**config.mk**
```make
export PLATFORM = sky130hd
export DESIGN_NAME = pmp_perm_check
export DESIGN_NICKNAME = d
export VERILOG_FILES = /design/src/rtl/pmp_chk_pkg.sv /design/src/rtl/pmp_range_cmp.sv /design/src/rtl/pmp_prio_sel.sv /design/src/rtl/pmp_perm_lut.sv /design/src/rtl/pmp_perm_check.sv
export SDC_FILE = /design/constraint.sdc
export NUM_CORES = 1
export LEC_CHECK = 0
export BUFFER_PORTS_ARGS = -buffer_cell sky130_fd_sc_hd__buf_2
export CAP_MARGIN = 20
export CORE_ASPECT_RATIO = 0.8
export CORE_UTILIZATION = 45
export DETAILED_ROUTE_END_ITERATION = 7
export GPL_TIMING_DRIVEN = 0
export PLACE_DENSITY = 0.73
export SYNTH_ARGS = -nofsm -noshare
export SYNTH_HDL_FRONTEND = slang
export SYNTH_HIERARCHICAL = 1
export SYNTH_SLANG_ARGS = --single-unit
```
**constraint.sdc**
```tcl
create_clock -name vclk -period 9.99
set_input_delay 1.4985 -clock vclk [all_inputs]
set_output_delay 1.4985 -clock vclk [all_outputs]
set_load 0.02 [all_outputs]
```
**src/rtl/pmp_chk_pkg.sv**
```systemverilog
package pmp_chk_pkg;

    localparam int PERM_W   = 3;
    localparam int CFG_W    = 8;
    localparam int CFG_R    = 0;
    localparam int CFG_W_B  = 1;
    localparam int CFG_X    = 2;
    localparam int CFG_A_LO = 3;
    localparam int CFG_A_HI = 4;
    localparam int CFG_L    = 7;
    localparam int DEF_BYTES = 4;

    typedef logic [PERM_W-1:0] perm_t;

    localparam perm_t PERM_NONE = 3'b000;
    localparam perm_t PERM_R    = 3'b001;
    localparam perm_t PERM_X    = 3'b100;
    localparam perm_t PERM_RW   = 3'b011;
    localparam perm_t PERM_RX   = 3'b101;
    localparam perm_t PERM_RWX  = 3'b111;

    typedef struct packed {
        perm_t allowed;
        logic  pass;
    } verdict_t;

endpackage

```
**src/rtl/pmp_range_cmp.sv**
```systemverilog
module pmp_range_cmp #(
    parameter int ADDR_W = 32
) (
    input  logic [ADDR_W-1:0] first_addr,
    input  logic [ADDR_W-1:0] last_addr,
    input  logic [ADDR_W-1:0] lo,
    input  logic [ADDR_W-1:0] hi,
    output logic              in_first,
    output logic              in_last
);
    always_comb begin
        in_first = (first_addr >= lo) && (first_addr <= hi);
        in_last  = (last_addr  >= lo) && (last_addr  <= hi);
    end
endmodule

```
**src/rtl/pmp_prio_sel.sv**
```systemverilog
module pmp_prio_sel #(
    parameter int N_ENT = 8
) (
    input  logic [N_ENT-1:0] in_first,
    input  logic [N_ENT-1:0] in_last,
    input  logic [N_ENT-1:0] active,
    output logic             any_active,
    output logic             part_hit,
    output logic             full_hit,
    output logic [N_ENT-1:0] sel
);
    logic found;

    always_comb begin
        found    = 1'b0;
        part_hit = 1'b0;
        full_hit = 1'b0;
        sel      = '0;
        for (int i = 0; i < N_ENT; i++) begin
            if (!found) begin
                if (in_first[i] ^ in_last[i]) begin
                    found    = 1'b1;
                    part_hit = 1'b1;
                end else if (in_first[i] && in_last[i] && active[i]) begin
                    found    = 1'b1;
                    full_hit = 1'b1;
                    sel[i]   = 1'b1;
                end
            end
        end
        any_active = |active;
    end

    // priority scan picks no more than one entry
    always_comb begin
        p_sel_onehot_r3: assert ($onehot0(sel))
            else $error("more than one entry selected");
    end
endmodule

```
**src/rtl/pmp_perm_lut.sv**
```systemverilog
module pmp_perm_lut
    import pmp_chk_pkg::*;
(
    input  logic [3:0] lrwx,
    input  logic       mmode,
    input  logic       lockdown,
    output perm_t      allowed
);
    always_comb begin
        allowed = PERM_NONE;
        if (!lockdown) begin
            if (mmode && !lrwx[3]) allowed = PERM_RWX;
            else                   allowed = {lrwx[0], lrwx[1], lrwx[2]};
        end else if (mmode) begin
            unique case (lrwx)
                4'd2, 4'd3, 4'd14:  allowed = PERM_RW;
                4'd9, 4'd10:        allowed = PERM_X;
                4'd11, 4'd13:       allowed = PERM_RX;
                4'd12, 4'd15:       allowed = PERM_R;
                default:            allowed = PERM_NONE;
            endcase
        end else begin
            unique case (lrwx)
                4'd1, 4'd10, 4'd11: allowed = PERM_X;
                4'd2, 4'd4, 4'd15:  allowed = PERM_R;
                4'd3, 4'd6:         allowed = PERM_RW;
                4'd5:               allowed = PERM_RX;
                4'd7:               allowed = PERM_RWX;
                default:            allowed = PERM_NONE;
            endcase
        end
    end

    // lockdown never grants machine mode all three permissions
    always_comb begin
        if (lockdown && mmode) begin
            p_mm_no_rwx_r6: assert (allowed != PERM_RWX)
                else $error("lockdown granted RWX to machine mode");
        end
    end
endmodule

```
**src/rtl/pmp_perm_check.sv**
```systemverilog
module pmp_perm_check
    import pmp_chk_pkg::*;
#(
    parameter int N_ENT  = 8,
    parameter int ADDR_W = 32,
    parameter int SIZE_W = 4
) (
    input  logic [ADDR_W-1:0]       acc_addr,
    input  logic [SIZE_W-1:0]       acc_size,
    input  logic [2:0]              acc_perm,
    input  logic                    acc_mmode,
    input  logic [N_ENT*ADDR_W-1:0] ent_lo,
    input  logic [N_ENT*ADDR_W-1:0] ent_hi,
    input  logic [N_ENT*8-1:0]      ent_cfg,
    input  logic                    sec_lockdown,
    input  logic                    sec_whitelist,
    output logic [2:0]              grant_perm,
    output logic                    grant_ok
);
    logic [ADDR_W-1:0] span;
    logic [ADDR_W-1:0] last_addr;
    logic [N_ENT-1:0]  in_first;
    logic [N_ENT-1:0]  in_last;
    logic [N_ENT-1:0]  active;
    logic [N_ENT-1:0]  sel;
    logic              any_active;
    logic              part_hit;
    logic              full_hit;
    logic [CFG_W-1:0]  sel_cfg;
    perm_t             lut_perm;
    verdict_t          verdict_d;
    logic              unused_cfg_bits;

    always_comb begin
        span      = (acc_size == '0) ? ADDR_W'(DEF_BYTES) : ADDR_W'(acc_size);
        last_addr = acc_addr + span - ADDR_W'(1);
    end

    for (genvar g = 0; g < N_ENT; g++) begin : g_ent
        pmp_range_cmp #(.ADDR_W(ADDR_W)) u_cmp (
            .first_addr (acc_addr),
            .last_addr  (last_addr),
            .lo         (ent_lo[g*ADDR_W +: ADDR_W]),
            .hi         (ent_hi[g*ADDR_W +: ADDR_W]),
            .in_first   (in_first[g]),
            .in_last    (in_last[g])
        );
        assign active[g] = |ent_cfg[g*CFG_W+CFG_A_LO +: 2];
    end

    pmp_prio_sel #(.N_ENT(N_ENT)) u_sel (
        .in_first   (in_first),
        .in_last    (in_last),
        .active     (active),
        .any_active (any_active),
        .part_hit   (part_hit),
        .full_hit   (full_hit),
        .sel        (sel)
    );

    always_comb begin
        sel_cfg = '0;
        for (int i = 0; i < N_ENT; i++) begin
            if (sel[i]) sel_cfg = sel_cfg | ent_cfg[i*CFG_W +: CFG_W];
        end
    end

    assign unused_cfg_bits = ^{sel_cfg[6:5], sel_cfg[CFG_A_HI:CFG_A_LO]};

    pmp_perm_lut u_lut (
        .lrwx     ({sel_cfg[CFG_L], sel_cfg[CFG_R], sel_cfg[CFG_W_B], sel_cfg[CFG_X]}),
        .mmode    (acc_mmode),
        .lockdown (sec_lockdown),
        .allowed  (lut_perm)
    );

    always_comb begin
        verdict_d = '{allowed: PERM_NONE, pass: 1'b0};
        if (any_active && part_hit) begin
            verdict_d = '{allowed: PERM_NONE, pass: 1'b0};
        end else if (any_active && full_hit) begin
            verdict_d.allowed = lut_perm;
            verdict_d.pass    = (acc_perm & ~lut_perm) == 3'b000;
        end else if (sec_whitelist) begin
            verdict_d = '{allowed: PERM_NONE, pass: 1'b0};
        end else if (sec_lockdown) begin
            if (acc_mmode && !acc_perm[CFG_X])
                verdict_d = '{allowed: PERM_RW, pass: 1'b1};
        end else if (acc_mmode) begin
            verdict_d = '{allowed: PERM_RWX, pass: 1'b1};
        end
    end

    assign grant_perm = verdict_d.allowed;
    assign grant_ok   = verdict_d.pass;

    always_comb begin
        // a pass never exceeds the granted set
        if (grant_ok) begin
            p_pass_subset_r4: assert ((acc_perm & ~grant_perm) == 3'b000)
                else $error("pass with permission outside grant");
        end
        // a straddled boundary always fails
        if (any_active && part_hit) begin
            p_partial_fail_r2: assert (!grant_ok && grant_perm == 3'b000)
                else $error("straddling access not refused");
        end
        // whitelist default denies everything
        if (!(any_active && (part_hit || full_hit)) && sec_whitelist) begin
            p_wl_deny_r8: assert (!grant_ok && grant_perm == 3'b000)
                else $error("whitelist default did not deny");
        end
        // lower-mode classic default denies
        if (!(any_active && (part_hit || full_hit)) && !sec_whitelist
            && !sec_lockdown && !acc_mmode) begin
            p_lower_deny_r10: assert (!grant_ok)
                else $error("lower-mode default passed");
        end
    end
endmodule

```
**Yosys cells after proc, flatten, opt, wreduce, memory -nomap -nowiden**

Memory sizes are Yosys's and may differ from the RTL's.
Index checks and enable logic that the tools add are counted.

- Flip-flop bits (word level): 0
- Memory bits (read-only): 96
- Output and inout bits: 4
- Word-level logic and storage cells: 192
- Memories: 2

Memory list:

| memory | depth | bits a word | read ports | clocked after Yosys merged registers in | write ports | line | source |
|---|---|---|---|---|---|---|---|
| (no name shown) | 16 | 3 | 1 | 0 | 0 | pmp_perm_lut.sv:15 | `unique case (lrwx)` |
| (no name shown) | 16 | 3 | 1 | 0 | 0 | pmp_perm_lut.sv:23 | `unique case (lrwx)` |

- Add/subtract/negate cells: 2
- Order comparisons: 32
- Muxes and demuxes: 90
- Bitwise logic cells: 17
- Reduce and logical (&&, ||, !) cells: 49

Operator list:

| cell | count |
|---|---|
| 32-bit greater-or-equal comparator | 16 |
| 32-bit <= comparator | 16 |
| 1-bit 2-to-1 mux | 72 |
| 8-bit 2-to-1 mux | 8 |
| 8-bit OR | 7 |
| 1-bit logical AND | 36 |
| 32-bit by 4-bit adder with 32-bit output | 1 |
| 32-bit by 1-bit subtractor with 32-bit output (second input constant) | 1 |
| 4-bit 2-to-1 mux | 6 |
| 16-bit OR reduction | 1 |
| 2-bit OR reduction | 8 |
| 3-bit 2-to-1 mux | 4 |
| 1-bit bitwise XOR | 8 |
| 4-bit zero test | 1 |
| 3-bit bitwise AND | 1 |
| 3-bit zero test | 1 |
| 3-bit inverter | 1 |
| 1-bit zero test | 2 |

**Longest topological paths before layout**

Gate-level depths: netlist (run 1).

- Depth after elaboration: 34
- Depth in mapped cells: 33
- Depth with buffers taken out: 32

**Modules after synthesis**

The synthesis (run 1) kept the hierarchy.

By module, submodules not included:

| module | times used | cells an instance | area an instance (sq um) | seq. area each (sq um) |
|---|---|---|---|---|
| pmp_range_cmp | 8 | 392 | 2935.3 | 0.0 |
| pmp_perm_check | 1 | 308 | 2103.3 | 0.0 |
| pmp_prio_sel | 1 | 49 | 392.9 | 0.0 |
| pmp_perm_lut | 1 | 24 | 166.4 | 0.0 |

**Least setup slack after synthesis (run 1)**

Ideal clock, no wire load.

- Path type: input to output
- From: input acc_size[1]
- To: output grant_ok
- Arrival: 7.974 ns
- Data required time: 8.491 ns
- Path slack: 0.518 ns
- Stages: 30
- Path buffers: 0
- Cell sequence: inv_1 > ha_1 > inv_1 > ha_1 > fa_1 > a211oi_2 > nor4_1 > nor2_1 > a21oi_2 > a211o_4 > xor2_1 > ha_1 > a21oi_1 > o21ai_0 > a211oi_1 > nand3_1 > a22oi_1 > ha_1 > a2111o_1 > nand4b_4 > nand4b_4 > nor3b_2 > a22oi_1 > nand4_1 > nor2b_1 > o31a_1 > o211ai_2 > nand2b_1 > nand4_1 > a21oi_1

RTL lines:

| element | line | source |
|---|---|---|
| start: declaration | pmp_perm_check.sv:9 | `input logic [SIZE_W-1:0] acc_size,` |
| 4-bit zero test | pmp_perm_check.sv:35 | `span = (acc_size == '0) ? ADDR_W'(DEF_BYTES) : ADDR_W'(acc_size);` |
| 4-bit 2-to-1 mux * | pmp_perm_check.sv:35 |  |
| 32-bit by 4-bit adder with 32-bit output * | pmp_perm_check.sv:36 | `last_addr = acc_addr + span - ADDR_W'(1);` |
| 32-bit by 1-bit subtractor with 32-bit output * | pmp_perm_check.sv:36 |  |
| net last_addr[21] | pmp_perm_check.sv:21 | `logic [ADDR_W-1:0] last_addr;` |
| 32-bit greater-or-equal comparator or 32-bit <= comparator (tied branches) | pmp_range_cmp.sv:13 | `in_last = (last_addr >= lo) && (last_addr <= hi);` |
| 1-bit logical AND * | pmp_range_cmp.sv:13 |  |
| net in_last[0] | pmp_perm_check.sv:23 | `logic [N_ENT-1:0] in_last;` |
| [... 11 more ...] | -- |  |
| net sel[7] | pmp_perm_check.sv:25 | `logic [N_ENT-1:0] sel;` |
| [... 1 more ...] | -- |  |
| net sel_cfg[0] | pmp_perm_check.sv:29 | `logic [CFG_W-1:0] sel_cfg;` |
| [... 1 more ...] | -- |  |
| 3-bit 2-to-1 mux * | pmp_perm_lut.sv:14 | `end else if (mmode) begin` |
| 3-bit 2-to-1 mux * | pmp_perm_lut.sv:11 | `if (!lockdown) begin` |
| net lut_perm[2] | pmp_perm_check.sv:30 | `perm_t lut_perm;` |
| 3-bit inverter * | pmp_perm_check.sv:83 | `verdict_d.pass = (acc_perm & ~lut_perm) == 3'b000;` |
| 3-bit bitwise AND * | pmp_perm_check.sv:83 |  |
| 3-bit zero test * | pmp_perm_check.sv:83 |  |
| 4-bit 2-to-1 mux * | pmp_perm_check.sv:81 | `end else if (any_active && full_hit) begin` |
| 4-bit 2-to-1 mux * | pmp_perm_check.sv:79 | `if (any_active && part_hit) begin` |
| end: declaration | pmp_perm_check.sv:18 | `output logic grant_ok` |

The timed path passes the listed nets; every way through them passes the cells marked *.

**Worst setup path after layout (run 1)**

- From: input acc_addr[1]
- To: output grant_ok

RTL lines:

| element | line | source |
|---|---|---|
| start: declaration | pmp_perm_check.sv:8 | `input logic [ADDR_W-1:0] acc_addr,` |
| 32-bit by 4-bit adder with 32-bit output * | pmp_perm_check.sv:36 |  |
| 32-bit by 1-bit subtractor with 32-bit output * | pmp_perm_check.sv:36 |  |
| net last_addr[29] | pmp_perm_check.sv:21 |  |
| 32-bit greater-or-equal comparator or 32-bit <= comparator (tied branches) | pmp_range_cmp.sv:13 |  |
| 1-bit logical AND * | pmp_range_cmp.sv:13 |  |
| net in_last[3] | pmp_perm_check.sv:23 |  |
| 1-bit logical AND (2 in a row) | pmp_prio_sel.sv:24 | `end else if (in_first[i] && in_last[i] && active[i]) begin` |
| 1-bit 2-to-1 mux | pmp_prio_sel.sv:24 |  |
| [... 6 more ...] | -- |  |
| net sel[7] | pmp_perm_check.sv:25 |  |
| [... 1 more ...] | -- |  |
| net sel_cfg[1] | pmp_perm_check.sv:29 |  |
| [... 1 more ...] | -- |  |
| 3-bit 2-to-1 mux | pmp_perm_lut.sv:14 |  |
| 3-bit 2-to-1 mux * | pmp_perm_lut.sv:11 |  |
| net lut_perm[1] | pmp_perm_check.sv:30 |  |
| 3-bit inverter * | pmp_perm_check.sv:83 |  |
| 3-bit bitwise AND * | pmp_perm_check.sv:83 |  |
| 3-bit zero test * | pmp_perm_check.sv:83 |  |
| 4-bit 2-to-1 mux * | pmp_perm_check.sv:81 |  |
| 4-bit 2-to-1 mux * | pmp_perm_check.sv:79 |  |

Marked as above.

==> report_table.html, run 1 <==
<table>
<tr><th>Metric</th><th>Value</th></tr>
<tr><th colspan="2">Floorplanning</th></tr>
<tr><td>Area of the placeable core</td><td>57100 um2</td></tr>
<tr><td>Die Y</td><td>218 um</td></tr>
<tr><td>Number of placed I/O pins</td><td>622</td></tr>
<tr><td>Die ar.</td><td>59100 um2</td></tr>
<tr><td>Chip width</td><td>271 um</td></tr>
<tr><td>Initial core utilization</td><td>0.458</td></tr>
<tr><td>FP Rows</td><td>78</td></tr>
<tr><th colspan="2">Yosys</th></tr>
<tr><td>Post-synthesis share of cell area spent on full adders, half adders and majority gates</td><td>0.511</td></tr>
<tr><td>Synth area leader</td><td>sky130_fd_sc_hd__ha_1</td></tr>
<tr><td>Synth Area in XOR/XNOR</td><td>0.0100</td></tr>
<tr><td>Cells after synthesis</td><td>3517</td></tr>
<tr><td>Register area share after synthesis</td><td>0</td></tr>
<tr><td>Mean cell area of the mapped netlist</td><td>7.43 um2</td></tr>
<tr><td>Nets in the synthesized netlist</td><td>5202</td></tr>
<tr><td>Top-area cell type share of the netlist area</td><td>0.510</td></tr>
<tr><td>Distinct cell type count after synthesis</td><td>75</td></tr>
<tr><td>Post-synthesis mux area share</td><td>0</td></tr>
<tr><td>Top post-synthesis cells by area</td><td>sky130_fd_sc_hd__ha_1 51%, sky130_fd_sc_hd__inv_1 8.5%, sky130_fd_sc_hd__a21oi_1 8.0%</td></tr>
<tr><td>Yosys warns</td><td>6</td></tr>
<tr><td>Share of synthesized cell area in and, or, nand and nor gates</td><td>0.165</td></tr>
<tr><td>Most numerous cell types in the synthesized netlist</td><td>1066 x sky130_fd_sc_hd__ha_1, 592 x sky130_fd_sc_hd__inv_1, 416 x sky130_fd_sc_hd__a21oi_1</td></tr>
<tr><td>Area of the mapped netlist</td><td>26100 um2</td></tr>
<tr><td>Main combinational cell family by area after synthesis</td><td>adder cells</td></tr>
<tr><td>Most repeated cell in the gate-level netlist after synthesis</td><td>sky130_fd_sc_hd__ha_1</td></tr>
<tr><td>Synthesized-area fraction occupied by ao, oa, aoi and oai cells</td><td>0.228</td></tr>
<tr><th colspan="2">Finish</th></tr>
<tr><td>Number of inserted filler cells in the final layout</td><td>5200</td></tr>
<tr><td>Post-layout instance count excluding filler cells</td><td>5020</td></tr>
<tr><td>Count of sequential standard cells</td><td>0</td></tr>
<tr><td>Number of clock buffer instances in the layout</td><td>0</td></tr>
<tr><td>Synthesis-to-finish area growth</td><td>28.5%</td></tr>
<tr><td>Net count reported at finish</td><td>5945</td></tr>
<tr><td>Layout cells sized above 1</td><td>0.235</td></tr>
<tr><td>Storage element area</td><td>0 um2</td></tr>
<tr><td>Fin util</td><td>0.589</td></tr>
<tr><th colspan="2">Worst setup path</th></tr>
<tr><td>CP dominant cell by count</td><td>sky130_fd_sc_hd__buf_4</td></tr>
<tr><td>Buf+Inv Stages, Crit Path</td><td>9</td></tr>
<tr><td>CP peak stage delay</td><td>0.40 ns</td></tr>
<tr><td>Worst-path cell with the longest stage delay</td><td>sky130_fd_sc_hd__fa_2</td></tr>
<tr><td>CP Capture Type</td><td>primary output</td></tr>
<tr><td>Path type of the worst setup path</td><td>input port to primary output</td></tr>
<tr><td>Maximum fanout count along the critical path</td><td>6</td></tr>
<tr><td>Family of cells with the greatest summed delay on the critical path</td><td>compound AO/OA/AOI/OAI gates</td></tr>
<tr><td>Critical Path Source Type</td><td>input port</td></tr>
<tr><td>Required time of the worst setup path</td><td>8.49 ns</td></tr>
<tr><td>Arr. time, crit path</td><td>8.60 ns</td></tr>
<tr><th colspan="2">Global routing</th></tr>
<tr><td>Number of antenna violations at the first check in global routing</td><td>6</td></tr>
<tr><td>Global-route wire length before repair</td><td>165000 um</td></tr>
<tr><td>Global-route congestion overflow total</td><td>0</td></tr>
<tr><td>Maximum number of pins on one net before global-route repair</td><td>19</td></tr>
<tr><td>Vias in the first global route</td><td>28600</td></tr>
<tr><td>Global router's overall resource usage</td><td>0.367</td></tr>
<tr><th colspan="2">Placement</th></tr>
<tr><td>Detailed Place HPWL</td><td>91300 um</td></tr>
<tr><td>Setup slack after placement</td><td>-1.94 ns</td></tr>
<tr><td>Placed cells</td><td>4914</td></tr>
<tr><td>Routability cong.</td><td>0.989</td></tr>
<tr><td>Number of buffers added on ports</td><td>606</td></tr>
<tr><th colspan="2">STA</th></tr>
<tr><td>Final setup violation count</td><td>2</td></tr>
<tr><td>Final number of hold-violating endpoints</td><td>0</td></tr>
<tr><td>Post-layout worst setup margin</td><td>-0.111 ns</td></tr>
<tr><td>Min Clock Period, post-route</td><td>10.10 ns</td></tr>
<tr><td>Relative slew margins</td><td>0.227</td></tr>
<tr><td>Achievable Freq</td><td>99.0 MHz</td></tr>
<tr><td>Worst hold slack across all endpoints</td><td>3.51 ns</td></tr>
<tr><td>Fin crit share</td><td>1.01</td></tr>
<tr><td>Slew at the pin with the worst max-slew slack</td><td>1.15 ns</td></tr>
<tr><td>RSZ-0062 raised after global routing</td><td>true</td></tr>
<tr><td>Number of pins exceeding their max-slew limit in the final report</td><td>0</td></tr>
<tr><th colspan="2">Power and ir drop</th></tr>
<tr><td>Static leakage</td><td>18.5 nW</td></tr>
<tr><td>Power per cell area</td><td>89.5 nW/um2</td></tr>
<tr><td>Overall power of the completed layout</td><td>3.01 mW</td></tr>
<tr><td>Worst IR Drop VDD</td><td>0.0475 mV</td></tr>
<tr><th colspan="2">Detailed routing</th></tr>
<tr><td>Initial DRC Count</td><td>2863</td></tr>
<tr><td>Drt wl/cell</td><td>23.2 um</td></tr>
<tr><td>Drt via density</td><td>6.05</td></tr>
<tr><td>Vias</td><td>30400</td></tr>
<tr><td>Residual DRC</td><td>1</td></tr>
<tr><td>Final routed wirelength across all metal layers</td><td>117000 um</td></tr>
<tr><td>Antenna violation net count after detailed routing</td><td>0</td></tr>
<tr><td>Length of the first detailed-routing pass in iterations</td><td>8</td></tr>
<tr><th colspan="2">Run</th></tr>
<tr><td>MaxCap Viol Count</td><td>0</td></tr>
<tr><th colspan="2">Worst hold path</th></tr>
<tr><td>Worst Hold Launch</td><td>acc_perm[0]</td></tr>
<tr><td>Worst hold path cell count</td><td>5</td></tr>
<tr><td>WHS Endpoint</td><td>grant_ok</td></tr>
<tr><td>Class of the most critical hold timing path</td><td>input port to primary output</td></tr>
<tr><th colspan="2">Status</th></tr>
<tr><td>Violations in the final reports</td><td>DRC, setup timing</td></tr>
<tr><td>Result of the run</td><td>complete, but fails checks</td></tr>
<tr><th colspan="2">Clock tree</th></tr>
<tr><td>Total of hold buffers inserted after clock tree synthesis</td><td>0</td></tr>
</table>
[power breakdown]
part | total (mW) | switching (mW) | internal (mW)
clock | 0.0000000270 | 0 | 0.0000000270
combinational | 3.01 | 1.77 | 1.24
sequential | 0 | 0 | 0
[per-stage QoR]
| step | instance area, um2 | TNS [ns] |
|---|---|---|
| after floorplan | 26100 | 0 |
| after detailed placement | 30900 | -7.14 |
| final | 33600 | -0.125 |
| after global routing | 33600 | -0.764 |
| after CTS | 32100 | 0 |
| after global placement | 30100 | -11.92 |
[cell families after synthesis]
logic type,after synthesis
buffers and inverters,596
AND/OR/NAND/NOR,864
adder cells (fa/ha/maj),1067
AO/OA/AOI/OAI,960
XOR/XNOR,30
[worst max-delay path by stage]
stage,from,end,depth (start not counted)
after floorplan,acc_size[1],grant_ok,30
after global placement,acc_addr[1],grant_ok,29
after detailed placement,acc_addr[1],grant_ok,31
after CTS,acc_size[1],grant_ok,37
after global routing,acc_size[1],grant_ok,38
final,acc_addr[1],grant_ok,39
[layout by cell type, fill, tap and decap left out, types with 19 or more instances in the layout]
cell | Yosys | final
sky130_fd_sc_hd__ha_1 | 1066 | 1027
sky130_fd_sc_hd__a21oi_1 | 416 | 389
sky130_fd_sc_hd__o21a_1 | 24 | 24
sky130_fd_sc_hd__ha_4 | 0 | 30
sky130_fd_sc_hd__buf_12 | 0 | 19
sky130_fd_sc_hd__nand2_1 | 307 | 300
sky130_fd_sc_hd__nand4_1 | 162 | 162
sky130_fd_sc_hd__and4_1 | 24 | 24
sky130_fd_sc_hd__nor4_1 | 24 | 22
sky130_fd_sc_hd__buf_8 | 0 | 22
sky130_fd_sc_hd__buf_6 | 0 | 27
sky130_fd_sc_hd__nand3_1 | 101 | 99
sky130_fd_sc_hd__a21oi_2 | 13 | 35
sky130_fd_sc_hd__a211oi_1 | 65 | 45
sky130_fd_sc_hd__nor3_1 | 43 | 20
sky130_fd_sc_hd__a221oi_1 | 40 | 36
sky130_fd_sc_hd__o21ai_1 | 16 | 29
sky130_fd_sc_hd__a21o_1 | 65 | 64
sky130_fd_sc_hd__buf_2 | 1 | 572
sky130_fd_sc_hd__o21ai_0 | 182 | 161
sky130_fd_sc_hd__inv_1 | 592 | 585
sky130_fd_sc_hd__buf_4 | 1 | 88
sky130_fd_sc_hd__nor2_1 | 126 | 119
[layer usage]
| metal | up-vias | share of wire | GRT usage |
|---|---|---|---|
| met1 | 13700 | 0.40 | 0.474 |
| met2 | 1749 | 0.42 | 0.587 |
| met5 | - | 0.00026 | 0 |
| met4 | 4 | 0.070 | 0.209 |
| met3 | 438 | 0.11 | 0.0475 |
| li1 | 14500 | - | - |
[area by class of cell]
type	instances	area [um2]	share of cell area
plain buffers	3	18.8	0.000559
repair buffers	742	4800	0.143
inverters	592	2230	0.0664
diodes	2	5.00	0.000149
well taps	760	951	0.0283
multi-input cells	2921	25600	0.762
[what timing repair did]
| action | CTS | global route |
|---|---|---|
| resized for setup | 116 | 221 |
| setup buffers | 60 | 42 |
| pin swaps | 44 | 125 |
| endpoints found under the setup margin | 4 | 4 |
| gates cloned | 0 | 3 |
Note: power is estimated with default switching activity, not from simulation.
==> run 2, diff against run 1 <==
- REMOVE_ABC_BUFFERS: unset -> 1
- SKIP_LAST_GASP: unset -> 1
==> run 2 against run 1 <==
  * The run ends with setup timing left
  * Non-clock buffer count decreased by 30
  * Final area shrank 2.6%
  * Critical endpoint unchanged
  * Die area did not move
  * Total power down 6.3%
  * First-iteration DRC count down 4.2%
  * Utilization fell by 1.5 points
  * Maximum frequency grew 0.93%
==> report_table.html, run 2 (same netlist as run 1, synthesis figures left out) <==
<table>
<tr><th>Metric</th><th>Value</th></tr>
<tr><th colspan="2">Floorplanning</th></tr>
<tr><td>Area of the placeable core</td><td>57100 um2</td></tr>
<tr><td>FP Rows</td><td>78</td></tr>
<tr><td>Number of placed I/O pins</td><td>622</td></tr>
<tr><td>Chip width</td><td>271 um</td></tr>
<tr><td>Die Y</td><td>218 um</td></tr>
<tr><td>Initial core utilization</td><td>0.458</td></tr>
<tr><td>Die ar.</td><td>59100 um2</td></tr>
<tr><th colspan="2">Worst setup path</th></tr>
<tr><td>CP dominant cell by count</td><td>sky130_fd_sc_hd__a211oi_2</td></tr>
<tr><td>Path type of the worst setup path</td><td>input port to primary output</td></tr>
<tr><td>Worst-path cell with the longest stage delay</td><td>sky130_fd_sc_hd__fa_2</td></tr>
<tr><td>Critical Path Source Type</td><td>input port</td></tr>
<tr><td>Required time of the worst setup path</td><td>8.49 ns</td></tr>
<tr><td>CP Capture Type</td><td>primary output</td></tr>
<tr><td>Maximum fanout count along the critical path</td><td>8</td></tr>
<tr><td>Arr. time, crit path</td><td>8.51 ns</td></tr>
<tr><td>CP peak stage delay</td><td>0.40 ns</td></tr>
<tr><th colspan="2">Power and ir drop</th></tr>
<tr><td>Fraction of power spent switching nets</td><td>0.593</td></tr>
<tr><td>Sequential share of power</td><td>0</td></tr>
<tr><td>Power share of the clock group</td><td>0</td></tr>
<tr><td>Int Power</td><td>1.14 mW</td></tr>
<tr><td>Gate power share</td><td>1.000</td></tr>
<tr><td>Static leakage</td><td>18.3 nW</td></tr>
<tr><td>Power per cell area</td><td>86.0 nW/um2</td></tr>
<tr><td>P_sw</td><td>1.67 mW</td></tr>
<tr><td>Worst IR Drop VDD</td><td>0.0463 mV</td></tr>
<tr><td>Overall power of the completed layout</td><td>2.82 mW</td></tr>
<tr><th colspan="2">Finish</th></tr>
<tr><td>Net count reported at finish</td><td>5916</td></tr>
<tr><td>Fin util</td><td>0.573</td></tr>
<tr><td>Number of inserted filler cells in the final layout</td><td>5312</td></tr>
<tr><td>Synthesis-to-finish area growth</td><td>25.2%</td></tr>
<tr><td>Layout cells sized above 1</td><td>0.214</td></tr>
<tr><td>Number of clock buffer instances in the layout</td><td>0</td></tr>
<tr><td>Count of sequential standard cells</td><td>0</td></tr>
<tr><td>Footprint of the multi-input gates</td><td>25000 um2</td></tr>
<tr><td>Storage element area</td><td>0 um2</td></tr>
<tr><td>Most used cells in the layout excluding fill and tap cells</td><td>1049 x sky130_fd_sc_hd__ha_1, 585 x sky130_fd_sc_hd__inv_1, 571 x sky130_fd_sc_hd__buf_2, 404 x sky130_fd_sc_hd__a21oi_1, 305 x sky130_fd_sc_hd__nand2_1</td></tr>
<tr><td>Most frequent standard cell in the layout excluding fill and tap cells</td><td>sky130_fd_sc_hd__ha_1</td></tr>
<tr><td>Cell area after layout</td><td>32700 um2</td></tr>
<tr><th colspan="2">Worst hold path</th></tr>
<tr><td>Worst hold path cell count</td><td>5</td></tr>
<tr><td>Worst Hold Launch</td><td>acc_perm[1]</td></tr>
<tr><td>WHS Endpoint</td><td>grant_ok</td></tr>
<tr><td>Class of the most critical hold timing path</td><td>input port to primary output</td></tr>
<tr><th colspan="2">Status</th></tr>
<tr><td>Violations in the final reports</td><td>setup timing</td></tr>
<tr><td>Result of the run</td><td>complete, but fails checks</td></tr>
<tr><th colspan="2">Placement</th></tr>
<tr><td>Placement Cell Area</td><td>30800 um2</td></tr>
<tr><td>Routability cong.</td><td>1.00</td></tr>
<tr><td>Detailed Place HPWL</td><td>90600 um</td></tr>
<tr><td>Setup slack after placement</td><td>-1.61 ns</td></tr>
<tr><td>Number of buffers added on ports</td><td>606</td></tr>
<tr><th colspan="2">STA</th></tr>
<tr><td>Min Clock Period, post-route</td><td>10.01 ns</td></tr>
<tr><td>Achievable Freq</td><td>99.9 MHz</td></tr>
<tr><td>Fin crit share</td><td>1.00</td></tr>
<tr><td>Post-layout worst setup margin</td><td>-0.0175 ns</td></tr>
<tr><td>Relative slew margins</td><td>0.220</td></tr>
<tr><td>Final setup violation count</td><td>2</td></tr>
<tr><td>Number of pins exceeding their max-slew limit in the final report</td><td>0</td></tr>
<tr><td>Final number of hold-violating endpoints</td><td>0</td></tr>
<tr><td>Final setup TNS</td><td>-0.0279 ns</td></tr>
<tr><td>Slew at the pin with the worst max-slew slack</td><td>1.16 ns</td></tr>
<tr><td>RSZ-0062 raised after global routing</td><td>true</td></tr>
<tr><th colspan="2">Global routing</th></tr>
<tr><td>Maximum number of pins on one net before global-route repair</td><td>19</td></tr>
<tr><td>Global router's overall resource usage</td><td>0.359</td></tr>
<tr><td>Vias in the first global route</td><td>28300</td></tr>
<tr><td>Global-route wire length before repair</td><td>161000 um</td></tr>
<tr><td>Global-route congestion overflow total</td><td>0</td></tr>
<tr><td>Number of antenna violations at the first check in global routing</td><td>5</td></tr>
<tr><th colspan="2">Clock tree</th></tr>
<tr><td>Total of hold buffers inserted after clock tree synthesis</td><td>0</td></tr>
<tr><th colspan="2">Detailed routing</th></tr>
<tr><td>Drt via density</td><td>6.01</td></tr>
<tr><td>Final routed wirelength across all metal layers</td><td>112000 um</td></tr>
<tr><td>Antenna violation net count after detailed routing</td><td>0</td></tr>
<tr><td>Drt wl/cell</td><td>22.4 um</td></tr>
<tr><td>Initial DRC Count</td><td>2743</td></tr>
<tr><td>Residual DRC</td><td>0</td></tr>
<tr><td>Length of the first detailed-routing pass in iterations</td><td>5</td></tr>
<tr><td>Vias</td><td>30000</td></tr>
<tr><th colspan="2">Run</th></tr>
<tr><td>MaxCap Viol Count</td><td>0</td></tr>
</table>
run 2: cell count changes in the layout (fill, tap and decap cells not counted), sizes merged:
| cell | previous run | this run |
|---|---|---|
| clkbuf | 11 | 10 |
| diode | 2 | 4 |
| buf | 734 | 704 |
| nand4 | 162 | 163 |
| bufbuf | 0 | 1 |
run 2: how the worst max path moves through the flow:
stage                       from        to  slack, ns  cells past startpoint
finish               acc_size[1]  grant_ok      -0.02                     37
global route         acc_size[1]  grant_ok      -0.20                     37
CTS                 acc_addr[13]  grant_ok     0.0008                     32
detailed placement   acc_addr[1]  grant_ok      -1.61                     33
global placement     acc_addr[1]  grant_ok      -2.83                     29
floorplan            acc_size[1]  grant_ok       0.52                     30
run 2: metal layers:
metal,vias to the layer above,wire length (um),part of all wire,GRT usage
li1,14400,-,-,-
met1,13600,45600,0.41,0.456
met2,1567,49600,0.44,0.599
met3,331,10400,0.092,0.0418
met4,0,6430,0.057,0.178
met5,-,0,0,0
run 2: final cells by class:
| class | instances | area share |
|---|---|---|
| well taps | 760 | 0.0291 |
| diodes | 4 | 0.000306 |
| repair buffers | 715 | 0.137 |
| multi-input cells | 2922 | 0.765 |
| inverters | 592 | 0.0684 |
run 2: critical path: cells and delay by family:
family | cells | cell delay, ns
buffers and inverters | 7 | 0.78
XOR/XNOR | 1 | 0.19
AO/OA/AOI/OAI | 15 | 2.97
AND/OR/NAND/NOR | 10 | 1.75
adder cells (fa/ha/maj) | 4 | 1.26
run 2: stage by stage:
step / hold slack, ns / std cells
after CTS: 3.43 / 4945
after detailed placement: 3.44 / 4907
after global placement: 3.44 / 4879
after global routing: 3.46 / 4991
final: 3.41 / 4993
after floorplan: 3.23 / 3513
run 2: power by group through the flow:
stage          combinational [mW]  sequential [mW]    clock [mW]
6_report                     2.82                0  0.0000000537
5_1_grt                      3.10                0  0.0000000270
4_1_cts                      2.61                0             0
3_5_place_dp                 2.46                0             0
3_3_place_gp                 2.27                0             0
2_1_floorplan                1.52                0             0
run 2: what timing repair did:
item                       CTS  global route
setup buffers               37            44
resized for setup          102           126
cloned                       1             1
pin swaps                   36            70
setup endpoints to repair    4             4
